**config.mk**
```make
export PLATFORM = sky130hd
export DESIGN_NAME = fault_rotor
export DESIGN_NICKNAME = d
export VERILOG_FILES = /design/src/rtl/fr_pkg.sv /design/src/rtl/fr_ring.sv /design/src/rtl/fr_locator.sv /design/src/rtl/fr_site_mux.sv /design/src/rtl/fault_rotor.sv
export SDC_FILE = /design/constraint.sdc
export NUM_CORES = 1
export LEC_CHECK = 0
export BUFFER_PORTS_ARGS = -buffer_cell sky130_fd_sc_hd__buf_2
export CAP_MARGIN = 20
export CORE_MARGIN = 5
export CORE_UTILIZATION = 33
export CTS_BUF_LIST = sky130_fd_sc_hd__clkbuf_2
export CTS_CLUSTER_SIZE = 12
export DETAILED_ROUTE_END_ITERATION = 7
export PLACE_DENSITY = 0.81
export SETUP_SLACK_MARGIN = 0.1
export SLEW_MARGIN = 20
export SYNTH_ARGS = -nofsm -noshare
export SYNTH_HDL_FRONTEND = slang
export SYNTH_SLANG_ARGS = --single-unit
export TNS_END_PERCENT = 30
```
**constraint.sdc**
```tcl
create_clock -name clk -period 1.2 [get_ports clk]
set_input_delay 0.06 -clock clk [delete_from_list [all_inputs] [get_ports clk]]
set_output_delay 0.06 -clock clk [all_outputs]
set_load 0.01 [all_outputs]
```
**src/rtl/fr_pkg.sv**
```systemverilog
package fr_pkg;

  // Width of a binary index for n sites (at least one bit).
  function automatic int unsigned fr_idx_width(input int unsigned n);
    return (n > 1) ? $clog2(n) : 1;
  endfunction

  // Position that feeds position i in a ring of n sites.
  function automatic int unsigned fr_pred(input int unsigned i, input int unsigned n);
    return (i == 0) ? n - 1 : i - 1;
  endfunction

  // Position after i in a ring of n sites.
  function automatic int unsigned fr_succ(input int unsigned i, input int unsigned n);
    return (i + 1 == n) ? 0 : i + 1;
  endfunction

endpackage

```
**src/rtl/fr_ring.sv**
```systemverilog
module fr_ring
  import fr_pkg::*;
#(
  parameter int unsigned NUM_SITES = 5
) (
  input  logic                 clk,
  input  logic                 rst_n,
  input  logic                 load_i,
  input  logic                 step_i,
  output logic [NUM_SITES-1:0] en_o,
  output logic                 wrap_o
);

  localparam logic [NUM_SITES-1:0] HOME = NUM_SITES'(1);

  logic [NUM_SITES-1:0] ring_q;
  logic [NUM_SITES-1:0] rot_n;
  logic                 wrap_q;

  // Named events for the assertions.
  logic step_fire;
  logic at_last;
  assign step_fire = step_i && !load_i;
  assign at_last   = ring_q[NUM_SITES-1];

  // Each position takes its value from its predecessor.
  for (genvar i = 0; i < NUM_SITES; i++) begin : g_rot
    assign rot_n[i] = ring_q[fr_pred(i, NUM_SITES)];
  end

  always_ff @(posedge clk or negedge rst_n) begin
    if (!rst_n) begin
      ring_q <= HOME;
      wrap_q <= 1'b0;
    end else begin
      wrap_q <= step_fire && at_last;
      if (load_i)
        ring_q <= HOME;
      else if (step_i)
        ring_q <= rot_n;
    end
  end

  assign en_o   = ring_q;
  assign wrap_o = wrap_q;


  onehot_chk: assert property (@(posedge clk) disable iff (!rst_n)
    $countones(ring_q) == 1);


  load_home_chk: assert property (@(posedge clk) disable iff (!rst_n)
    load_i |=> (ring_q == HOME) && !wrap_q);


  hold_chk: assert property (@(posedge clk) disable iff (!rst_n)
    (!load_i && !step_i) |=> $stable(ring_q));


  shift_up_chk: assert property (@(posedge clk) disable iff (!rst_n)
    (step_fire && !at_last) |=> ring_q == ($past(ring_q) << 1));


  wrap_home_chk: assert property (@(posedge clk) disable iff (!rst_n)
    (step_fire && at_last) |=> ring_q[0] && wrap_q);


  wrap_cause_chk: assert property (@(posedge clk) disable iff (!rst_n)
    !(step_fire && at_last) |=> !wrap_q);

endmodule

```
**src/rtl/fr_locator.sv**
```systemverilog
module fr_locator #(
  parameter int unsigned NUM_SITES = 5,
  parameter int unsigned IDX_W     = 3
) (
  input  logic [NUM_SITES-1:0] en_i,
  output logic [IDX_W-1:0]     idx_o
);

  always_comb begin
    idx_o = '0;
    for (int i = 0; i < NUM_SITES; i++) begin
      if (en_i[i]) idx_o = idx_o | IDX_W'(i);
    end
  end

endmodule

```
**src/rtl/fr_site_mux.sv**
```systemverilog
module fr_site_mux #(
  parameter int unsigned SITE_W = 4
) (
  input  logic [SITE_W-1:0] good_i,
  input  logic [SITE_W-1:0] bad_i,
  input  logic              sel_i,
  output logic [SITE_W-1:0] out_o
);

  assign out_o = sel_i ? bad_i : good_i;

endmodule

```
**src/rtl/fault_rotor.sv**
```systemverilog
module fault_rotor
  import fr_pkg::*;
#(
  parameter int unsigned NUM_SITES = 5,
  parameter int unsigned SITE_W    = 4,
  parameter int unsigned IDX_W     = fr_idx_width(NUM_SITES),
  localparam int unsigned BUS_W    = NUM_SITES * SITE_W
) (
  input  logic                 clk,
  input  logic                 rst_n,
  input  logic                 load,
  input  logic                 advance,
  input  logic [BUS_W-1:0]     good_vals,
  input  logic [BUS_W-1:0]     bad_vals,
  output logic [BUS_W-1:0]     site_out,
  output logic [NUM_SITES-1:0] fault_en,
  output logic [IDX_W-1:0]     active_idx,
  output logic                 wrap
);

  logic [NUM_SITES-1:0] en_w;
  logic [IDX_W-1:0]     idx_w;
  logic                 wrap_w;

  fr_ring #(.NUM_SITES(NUM_SITES)) u_ring (
    .clk    (clk),
    .rst_n  (rst_n),
    .load_i (load),
    .step_i (advance),
    .en_o   (en_w),
    .wrap_o (wrap_w)
  );

  fr_locator #(.NUM_SITES(NUM_SITES), .IDX_W(IDX_W)) u_loc (
    .en_i  (en_w),
    .idx_o (idx_w)
  );

  for (genvar s = 0; s < NUM_SITES; s++) begin : g_site
    fr_site_mux #(.SITE_W(SITE_W)) u_mux (
      .good_i (good_vals[s*SITE_W +: SITE_W]),
      .bad_i  (bad_vals[s*SITE_W +: SITE_W]),
      .sel_i  (en_w[s]),
      .out_o  (site_out[s*SITE_W +: SITE_W])
    );
  end

  assign fault_en   = en_w;
  assign active_idx = idx_w;
  assign wrap       = wrap_w;


  idx_match_chk: assert property (@(posedge clk) disable iff (!rst_n)
    fault_en == (NUM_SITES'(1) << active_idx));


  wrap_at_home_chk: assert property (@(posedge clk) disable iff (!rst_n)
    wrap |-> active_idx == '0);

endmodule

```
==> results of run 1 <==
-- synthesized netlist by cell type --
library cell,instances
mux2_2,8
buf_6,3
nor2_1,5
nand3b_1,1
or2_2,2
dfrtp_1,5
buf_4,7
nand2b_1,1
mux2i_1,4
nand2_1,1
mux2_4,12
dfstp_2,1
-- logic make-up after synthesis --
| logic type | Yosys count | share of synthesized area |
|---|---|---|
| DFF | 6 | 0.254 |
| buffers and inverters | 10 | 0.145 |
| and+or+nand+nor | 10 | 0.0818 |
| muxes | 24 | 0.520 |
-- power by group --
part	total, µW	switching, µW	internal (µW)
clock	172	83.7	88.5
combinational	352	118	234
sequential	233	20.8	212
-- final cells by class --
class | count | area, µm² | area share
Clock buffer | 4 | 20.0 | 0.0181
Tap cell | 25 | 31.3 | 0.0282
Timing Repair Buffer | 75 | 510 | 0.460
Sequential cell | 6 | 156 | 0.141
Multi-Input combinational cell | 34 | 390 | 0.352
-- registers in the layout (all words and copies together) (netlist names) --
| register | cells |
|---|---|
| u_ring.wrap_o | 1 |
| u_ring.en_o | 5 |
-- metal layers --
metal	global-route usage	up-vias	part of all wire
met5	0	-	0
met4	0.0766	0	0.017
met3	0.0399	4	0.13
met2	0.295	48	0.53
met1	0.143	295	0.33
li1	-	304	-
-- final timing paths --
check	end	depth (start not counted)
max	site_out[3]	2
min	u_ring.en_o[1]$_DFFE_PN0P_	2
max reg2reg	u_ring.en_o[4]$_DFFE_PN0P_	3
min reg2reg	u_ring.en_o[0]$_DFFE_PN1P_	2
max in group asynchronous	u_ring.en_o[0]$_DFFE_PN1P_	2
min in group asynchronous	u_ring.en_o[1]$_DFFE_PN0P_	2
-- metrics by stage --
step | setup TNS, ns | hold slack, ns | std cells | total power [µW]
after floorplan | 0 | -0.236 | 50 | 381
after detailed placement | 0 | -0.110 | 138 | 497
after CTS | -0.919 | 0.0471 | 144 | 743
after global routing | -2.03 | 0.0219 | 144 | 811
after global placement | 0 | -0.115 | 138 | 490
final | -0.800 | 0.0502 | 144 | 757
-- timing repair --
item,4_1_cts,5_1_grt
setup buffers,1,0
endpoints found under the setup margin,22,25
hold buffers,1,0
endpoints found under the hold margin,6,0
pin swaps,0,0
gates resized for setup,25,8
==> impl_metrics.yaml, run 1 <==
die:
  die-area_mm2: 0.00276
  initial_core_util: 0.346
  die_h_um: 52.5
  die_x_um: 52.5
  io_pins: 73
  rows: 15
  core_area_mm2: 0.00173
global_route:
  grt_start_max_net_pins: 9
  antenna_found_initial: 0
  grt_pass1_wl_um: 3030
  grt_overflow: 0
  grt_pass1_vias: 681
  track_usage: 0.152
sta:
  drv_slew: 0
  finalHoldViolCount: 0
  skew_ns: 0.0103
  rsz0062_at_grt: "true"
  max_freq_mhz: 734
  worst_slew_pin_slew_ns: 0.194
  setup_viol: 17
  layout_worst_path_cycle_share: 1.14
  period_needed_ns: 1.36
  fin_ws_ns: -0.163
  slew_headroom: 0.871
clocking:
  cts-buffers-inserted: 3
  root_buffer: "clkbuf_2"
  cts_num_sinks: 6
  cts_buffer_depth: 2
  cts_tree: "yes"
  htree_levels: 1
  worstSkewPairLatency_ns: 0.23
  path_clk_slew_ns: 0.08
synth:
  syn_area_um2: 597
  synth_cell_types: 12
  syn-mean-instance-area_um2: 11.9
  synth_area_leaders: "mux2_4 30%, dfrtp_1 21%, mux2_2 15%"
  netlist.area_leader.share: 0.302
  synth_warnings: 0
  synth-seq-cells: 6
  yosysTopAreaCell: "mux2_4"
  ys_seq_area_frac: 0.254
  syn_inst: 50
  syn-num-nets: 94
cells_and_area:
  fill_cells: 136
  layout_common_cells: "52 x buf_2, 20 x buf_6, 19 x mux2_4"
  area_growth_pct: 85.7
  final_common_cell: "buf_2"
  drive_above_1_share: 0.882
  postLayoutCellArea_mm2: 0.00111
  post-route-util: 0.642
  antennaDiodeCount: 0
  fin_nets: 164
setup_path:
  path_buf_inv: 1
  cp_data_required_time_ns: 1.14
  worstPathMaxFanout: 7
  cpPeakStageDelay_ns: 0.63
  worstPathCellList: "mux2_4, buf_6"
  rrSetupSlack_ns: 0.27
  cp-end-kind: "primary output"
  crit_path_top_delay_cell: "dfstp_2"
  cp.arrival_ns: 1.30
  critPathTopFamily: "flip-flops"
  start_kind: "flip-flop"
  crit_path_start: "u_ring.en_o[0]$_DFFE_PN1P_"
  timing.rr.start: "u_ring.en_o[3]$_DFFE_PN0P_"
  crit_type: "flip-flop to primary output"
placement:
  pre_cts_slack_ns: 0.0758
  place_area_um2: 910
  hpwl_um: 1630
  io_buffers: 72
  gp_congestion: 0.696
run:
  maxCapViolations: 0
detailed_routing:
  drc: 0
  drt_iter0_markers: 0
  num_vias: 651
  wire_per_inst_um: 14.8
  drt_wl_total_um: 2130
  avgViaCountPerCell: 4.52
  ant_nets: 0
  drt_pre_antenna_iters: 1
power:
  ir_drop_v: 0.000429
  leakagePower_uw: 0.000630
  power_density_mw_per_mm2: 683
outcome:
  status: "finished with violations"
  violations: "setup timing"
worst_hold_path:
  hold_path.startpoint: "load"
  hp-class: "primary input to flip-flop"
(Power assumes the default switching activity.)
==> run 2: changes to the inputs <==
Settings changed: PLACE_DENSITY 0.81 to 0.8.
==> run 2 against run 1 <==
  * The flow still finishes with violations (setup timing)
  * Final area is 1.5% higher
  * Critical path depth stayed put
  * Largest cell class unchanged
  * Sequential power hardly changed
  * Fmax is 1.5% higher
  * Hold slack worse by 0.0015 ns
  * Critical endpoint is now site_out[1]
==> impl_metrics.yaml, run 2 (synthesis results as in run 1) <==
cells_and_area:
  area_growth_pct: 88.5
  fin_nets: 164
  postLayoutCellArea_mm2: 0.00112
  antennaDiodeCount: 0
  seqCellArea_um2: 156
  drive_above_1_share: 0.882
  final_common_cell: "buf_2"
  layout_common_cells: "50 x buf_2, 22 x buf_6, 20 x mux2_4"
  multi_input_area_um2: 394
  largest_register_ff_count: 5
  fill_cells: 130
detailed_routing:
  drt_iter0_markers: 7
  num_vias: 672
  wire_per_inst_um: 15.6
  drt_wl_total_um: 2240
  drc: 0
  avgViaCountPerCell: 4.67
  drt_pre_antenna_iters: 4
  ant_nets: 0
sta:
  hold_ws_ns: 0.0487
  fin_ws_ns: -0.143
  rsz0062_at_grt: "true"
  skew_ns: 0.0137
  slew_headroom: 0.867
  max_freq_mhz: 744
  layout_worst_path_cycle_share: 1.12
  finalHoldViolCount: 0
  worst_slew_pin_slew_ns: 0.200
  drv_slew: 0
  period_needed_ns: 1.34
  setup_viol: 20
power:
  power.switching_uw: 223
  ir_drop_v: 0.000285
  power_density_mw_per_mm2: 681
  power.total_uw: 766
  comb_power_share: 0.474
  intPower_uw: 543
  p_clk_frac: 0.222
  pwr-share-seq: 0.305
  leakagePower_uw: 0.000636
  sw_frac_of_total: 0.291
setup_path:
  cpPeakStageDelay_ns: 0.62
  worstPathMaxFanout: 6
  cp_data_required_time_ns: 1.14
  cp-end-kind: "primary output"
  crit_path_top_delay_cell: "dfstp_2"
  start_kind: "flip-flop"
  crit_type: "flip-flop to primary output"
  worstPathCellList: "mux2_4, buf_6"
  cp.arrival_ns: 1.28
clocking:
  root_buffer: "clkbuf_2"
  worstSkewPairLatency_ns: 0.23
  cts_num_sinks: 6
  htree_levels: 1
  cts_tree: "yes"
  path_clk_slew_ns: 0.07
  cts-buffers-inserted: 3
  cts_buffer_depth: 2
global_route:
  track_usage: 0.157
  grt_pass1_vias: 688
  grt_pass1_wl_um: 3150
  antenna_found_initial: 0
  grt_start_max_net_pins: 9
  grt_overflow: 0
outcome:
  violations: "setup timing"
  status: "finished with violations"
die:
  die_x_um: 52.5
  io_pins: 73
  die-area_mm2: 0.00276
  initial_core_util: 0.346
  die_h_um: 52.5
  rows: 15
  core_area_mm2: 0.00173
placement:
  hpwl_um: 1650
  gp_congestion: 0.691
  place_area_um2: 902
  io_buffers: 72
worst_hold_path:
  hp-class: "primary input to flip-flop"
run:
  maxCapViolations: 0
run 2: cell counts in the layout (fill, tap and decap cells not counted):
No cell type changed its count.
run 2: final timing paths:
| check | depth (start not counted) | slack [ns] | endpoint | start |
|---|---|---|---|---|
| worst min-delay path | 2 | 0.05 | u_ring.wrap_o$_DFF_PN0_ | load |
| worst max-delay path | 2 | -0.14 | site_out[1] | u_ring.en_o[0]$_DFFE_PN1P_ |
| max in group asynchronous | 2 | 0.78 | u_ring.en_o[0]$_DFFE_PN1P_ | rst_n |
| worst min register to register | 2 | 0.65 | u_ring.wrap_o$_DFF_PN0_ | u_ring.en_o[4]$_DFFE_PN0P_ |
| min in group asynchronous | 2 | 0.18 | u_ring.wrap_o$_DFF_PN0_ | rst_n |
| worst max register to register | 3 | 0.23 | u_ring.en_o[1]$_DFFE_PN0P_ | u_ring.en_o[0]$_DFFE_PN1P_ |
run 2: per-layer routing:
metal / global-route usage / up-vias / part of all wire
met2: 0.308 / 54 / 0.53
met5: 0 / - / 0
met3: 0.0342 / 7 / 0.11
met4: 0.0979 / 0 / 0.028
li1: - / 302 / -
met1: 0.142 / 309 / 0.33
run 2: per-stage QoR:
stage | worst slack [ns] | cells | setup TNS, ns | util
after floorplan | 0.211 | 50 | 0 | -
after global placement | 0.103 | 137 | 0 | 0.522
after detailed placement | 0.0726 | 137 | 0 | 0.522
after CTS | -0.144 | 144 | -0.802 | 0.627
after global routing | -0.183 | 144 | -1.47 | 0.651
final | -0.143 | 144 | -0.808 | 0.651
run 2: timing repair:
action / 4_1_cts / 5_1_grt
pin swaps: 1 / 0
resized for setup: 27 / 9
hold buffers: 1 / 0
gates cloned: 0 / 0
hold endpoints to repair: 6 / 0
setup endpoints to repair: 22 / 22
setup buffers: 2 / 0
run 2: worst max-delay path: cells and delay by family, from the launching register on:
kind | cells | cell delay (ns)
DFF | 1 | 0.62
muxes | 1 | 0.32
buffers and inverters | 1 | 0.12
run 2: area by class of cell:
class	instances	area share
Multi-Input combinational cell	34	0.350
Tap cell	25	0.0278
Clock buffer	4	0.0178
Sequential cell	6	0.139
Timing Repair Buffer	75	0.465
run 2: power groups by stage:
stage | sequential [µW] | clock (µW) | combinational [µW]
floorplan | 222 | 0 | 159
global placement | 233 | 0 | 256
detailed placement | 234 | 0 | 263
CTS | 233 | 169 | 345
global route | 235 | 182 | 384
finish | 233 | 170 | 363
==> run 3: changes to the inputs <==
Settings changed: SKIP_CTS_REPAIR_TIMING from default to 1.
==> run 3 against run 2 <==
  * The run still ends with setup timing left
  * First-iteration DRC count did not move
  * Clock skew about the same
  * Sequential cell count did not move
  * Core utilization stayed put
  * Non-clock buffer count increased by 1
  * Hold slack improved by 0.0070 ns
  * Cell count up 0.69%
  * Final area did not move
  * Combinational power is 1% lower
  * Power shrank 1.0%
==> impl_metrics.yaml, run 3 (synthesis results as in run 1) <==
die:
  die_h_um: 52.5
  die-area_mm2: 0.00276
  initial_core_util: 0.346
  core_area_mm2: 0.00173
  rows: 15
  io_pins: 73
  die_x_um: 52.5
sta:
  rsz0062_at_grt: "true"
  skew_ns: 0.0136
  period_needed_ns: 1.36
  finalHoldViolCount: 0
  max_freq_mhz: 737
  setup_viol: 21
  layout_worst_path_cycle_share: 1.13
  drv_slew: 0
  fin_ws_ns: -0.156
  worst_slew_pin_slew_ns: 0.198
  slew_headroom: 0.868
  hold_ws_ns: 0.0557
clocking:
  cts_tree: "yes"
  path_clk_slew_ns: 0.07
  root_buffer: "clkbuf_2"
  worstSkewPairLatency_ns: 0.23
  cts-buffers-inserted: 3
  htree_levels: 1
  cts_buffer_depth: 2
  cts_num_sinks: 6
run:
  maxCapViolations: 0
detailed_routing:
  drt_pre_antenna_iters: 2
  ant_nets: 0
  drc: 0
  drt_wl_total_um: 2300
  drt_iter0_markers: 7
  avgViaCountPerCell: 4.65
  wire_per_inst_um: 15.9
  num_vias: 674
setup_path:
  start_kind: "flip-flop"
  crit_type: "flip-flop to primary output"
  cp.arrival_ns: 1.30
  worstPathMaxFanout: 7
  cp_data_required_time_ns: 1.14
  cp-end-kind: "primary output"
placement:
  hpwl_um: 1650
  io_buffers: 72
  gp_congestion: 0.691
  place_inst: 137
cells_and_area:
  drive_above_1_share: 0.883
  area_growth_pct: 88.5
  fin_nets: 165
  layout_common_cells: "52 x buf_2, 22 x buf_6, 20 x mux2_4"
  final_common_cell: "buf_2"
  antennaDiodeCount: 0
  largest_register_ff_count: 5
  post-route-util: 0.651
  fin_cells: 145
global_route:
  grt_pass1_wl_um: 2730
  grt_pass1_vias: 651
  grt_overflow: 0
  track_usage: 0.136
  grt_start_max_net_pins: 10
  antenna_found_initial: 0
power:
  ir_drop_v: 0.000315
  power.total_uw: 758
  power_density_mw_per_mm2: 674
  leakagePower_uw: 0.000642
worst_hold_path:
  hp-class: "primary input to flip-flop"
outcome:
  violations: "setup timing"
  status: "finished with violations"
-- run 3: final cells by class --
class | count | area [µm²]
Clock buffer | 4 | 20.0
Multi-Input combinational cell | 34 | 392
Tap cell | 25 | 31.3
Fill cell | 127 | 602
Sequential cell | 6 | 156
Timing Repair Buffer | 76 | 526
-- run 3: final timing paths --
check                                                 from  slack, ns                         end  cells after the start
worst max-delay path            u_ring.en_o[0]$_DFFE_PN1P_      -0.16                 site_out[0]                      2
max in group asynchronous                            rst_n       0.78  u_ring.en_o[0]$_DFFE_PN1P_                      2
worst min-delay path                                  load       0.06     u_ring.wrap_o$_DFF_PN0_                      2
min in group asynchronous                            rst_n       0.18  u_ring.en_o[1]$_DFFE_PN0P_                      2
worst min register to register  u_ring.en_o[0]$_DFFE_PN1P_       0.61  u_ring.en_o[0]$_DFFE_PN1P_                      2
worst max register to register  u_ring.en_o[3]$_DFFE_PN0P_       0.23  u_ring.en_o[4]$_DFFE_PN0P_                      4
-- run 3: metal layers --
layer	GRT usage	vias to the layer above	share of wire
met5	0	-	0
met4	0.0979	0	0.030
met3	0.0399	6	0.12
met2	0.273	51	0.54
met1	0.107	312	0.31
li1	-	305	-
-- run 3: per-stage QoR --
stage | setup slack [ns] | TNS [ns] | cell area (µm²)
5_1_grt | -0.206 | -1.75 | 1120
4_1_cts | -0.167 | -2.39 | 922
6_report | -0.156 | -0.980 | 1120
3_5_place_dp | 0.0726 | 0 | 902
3_3_place_gp | 0.103 | 0 | 902
2_1_floorplan | 0.211 | 0 | 597
-- run 3: critical path, cell delays in order, from the launching register on --
cell	delay [ns]
dfstp_2	0.63
mux2_4	0.33
buf_6	0.12
-- run 3: report_power, final --
part | leakage (µW) | total, µW | internal, µW | switching, µW
clock | 0.0000166 | 169 | 88.4 | 80.3
combinational | 0.000553 | 358 | 236 | 121
sequential | 0.0000728 | 232 | 212 | 19.5
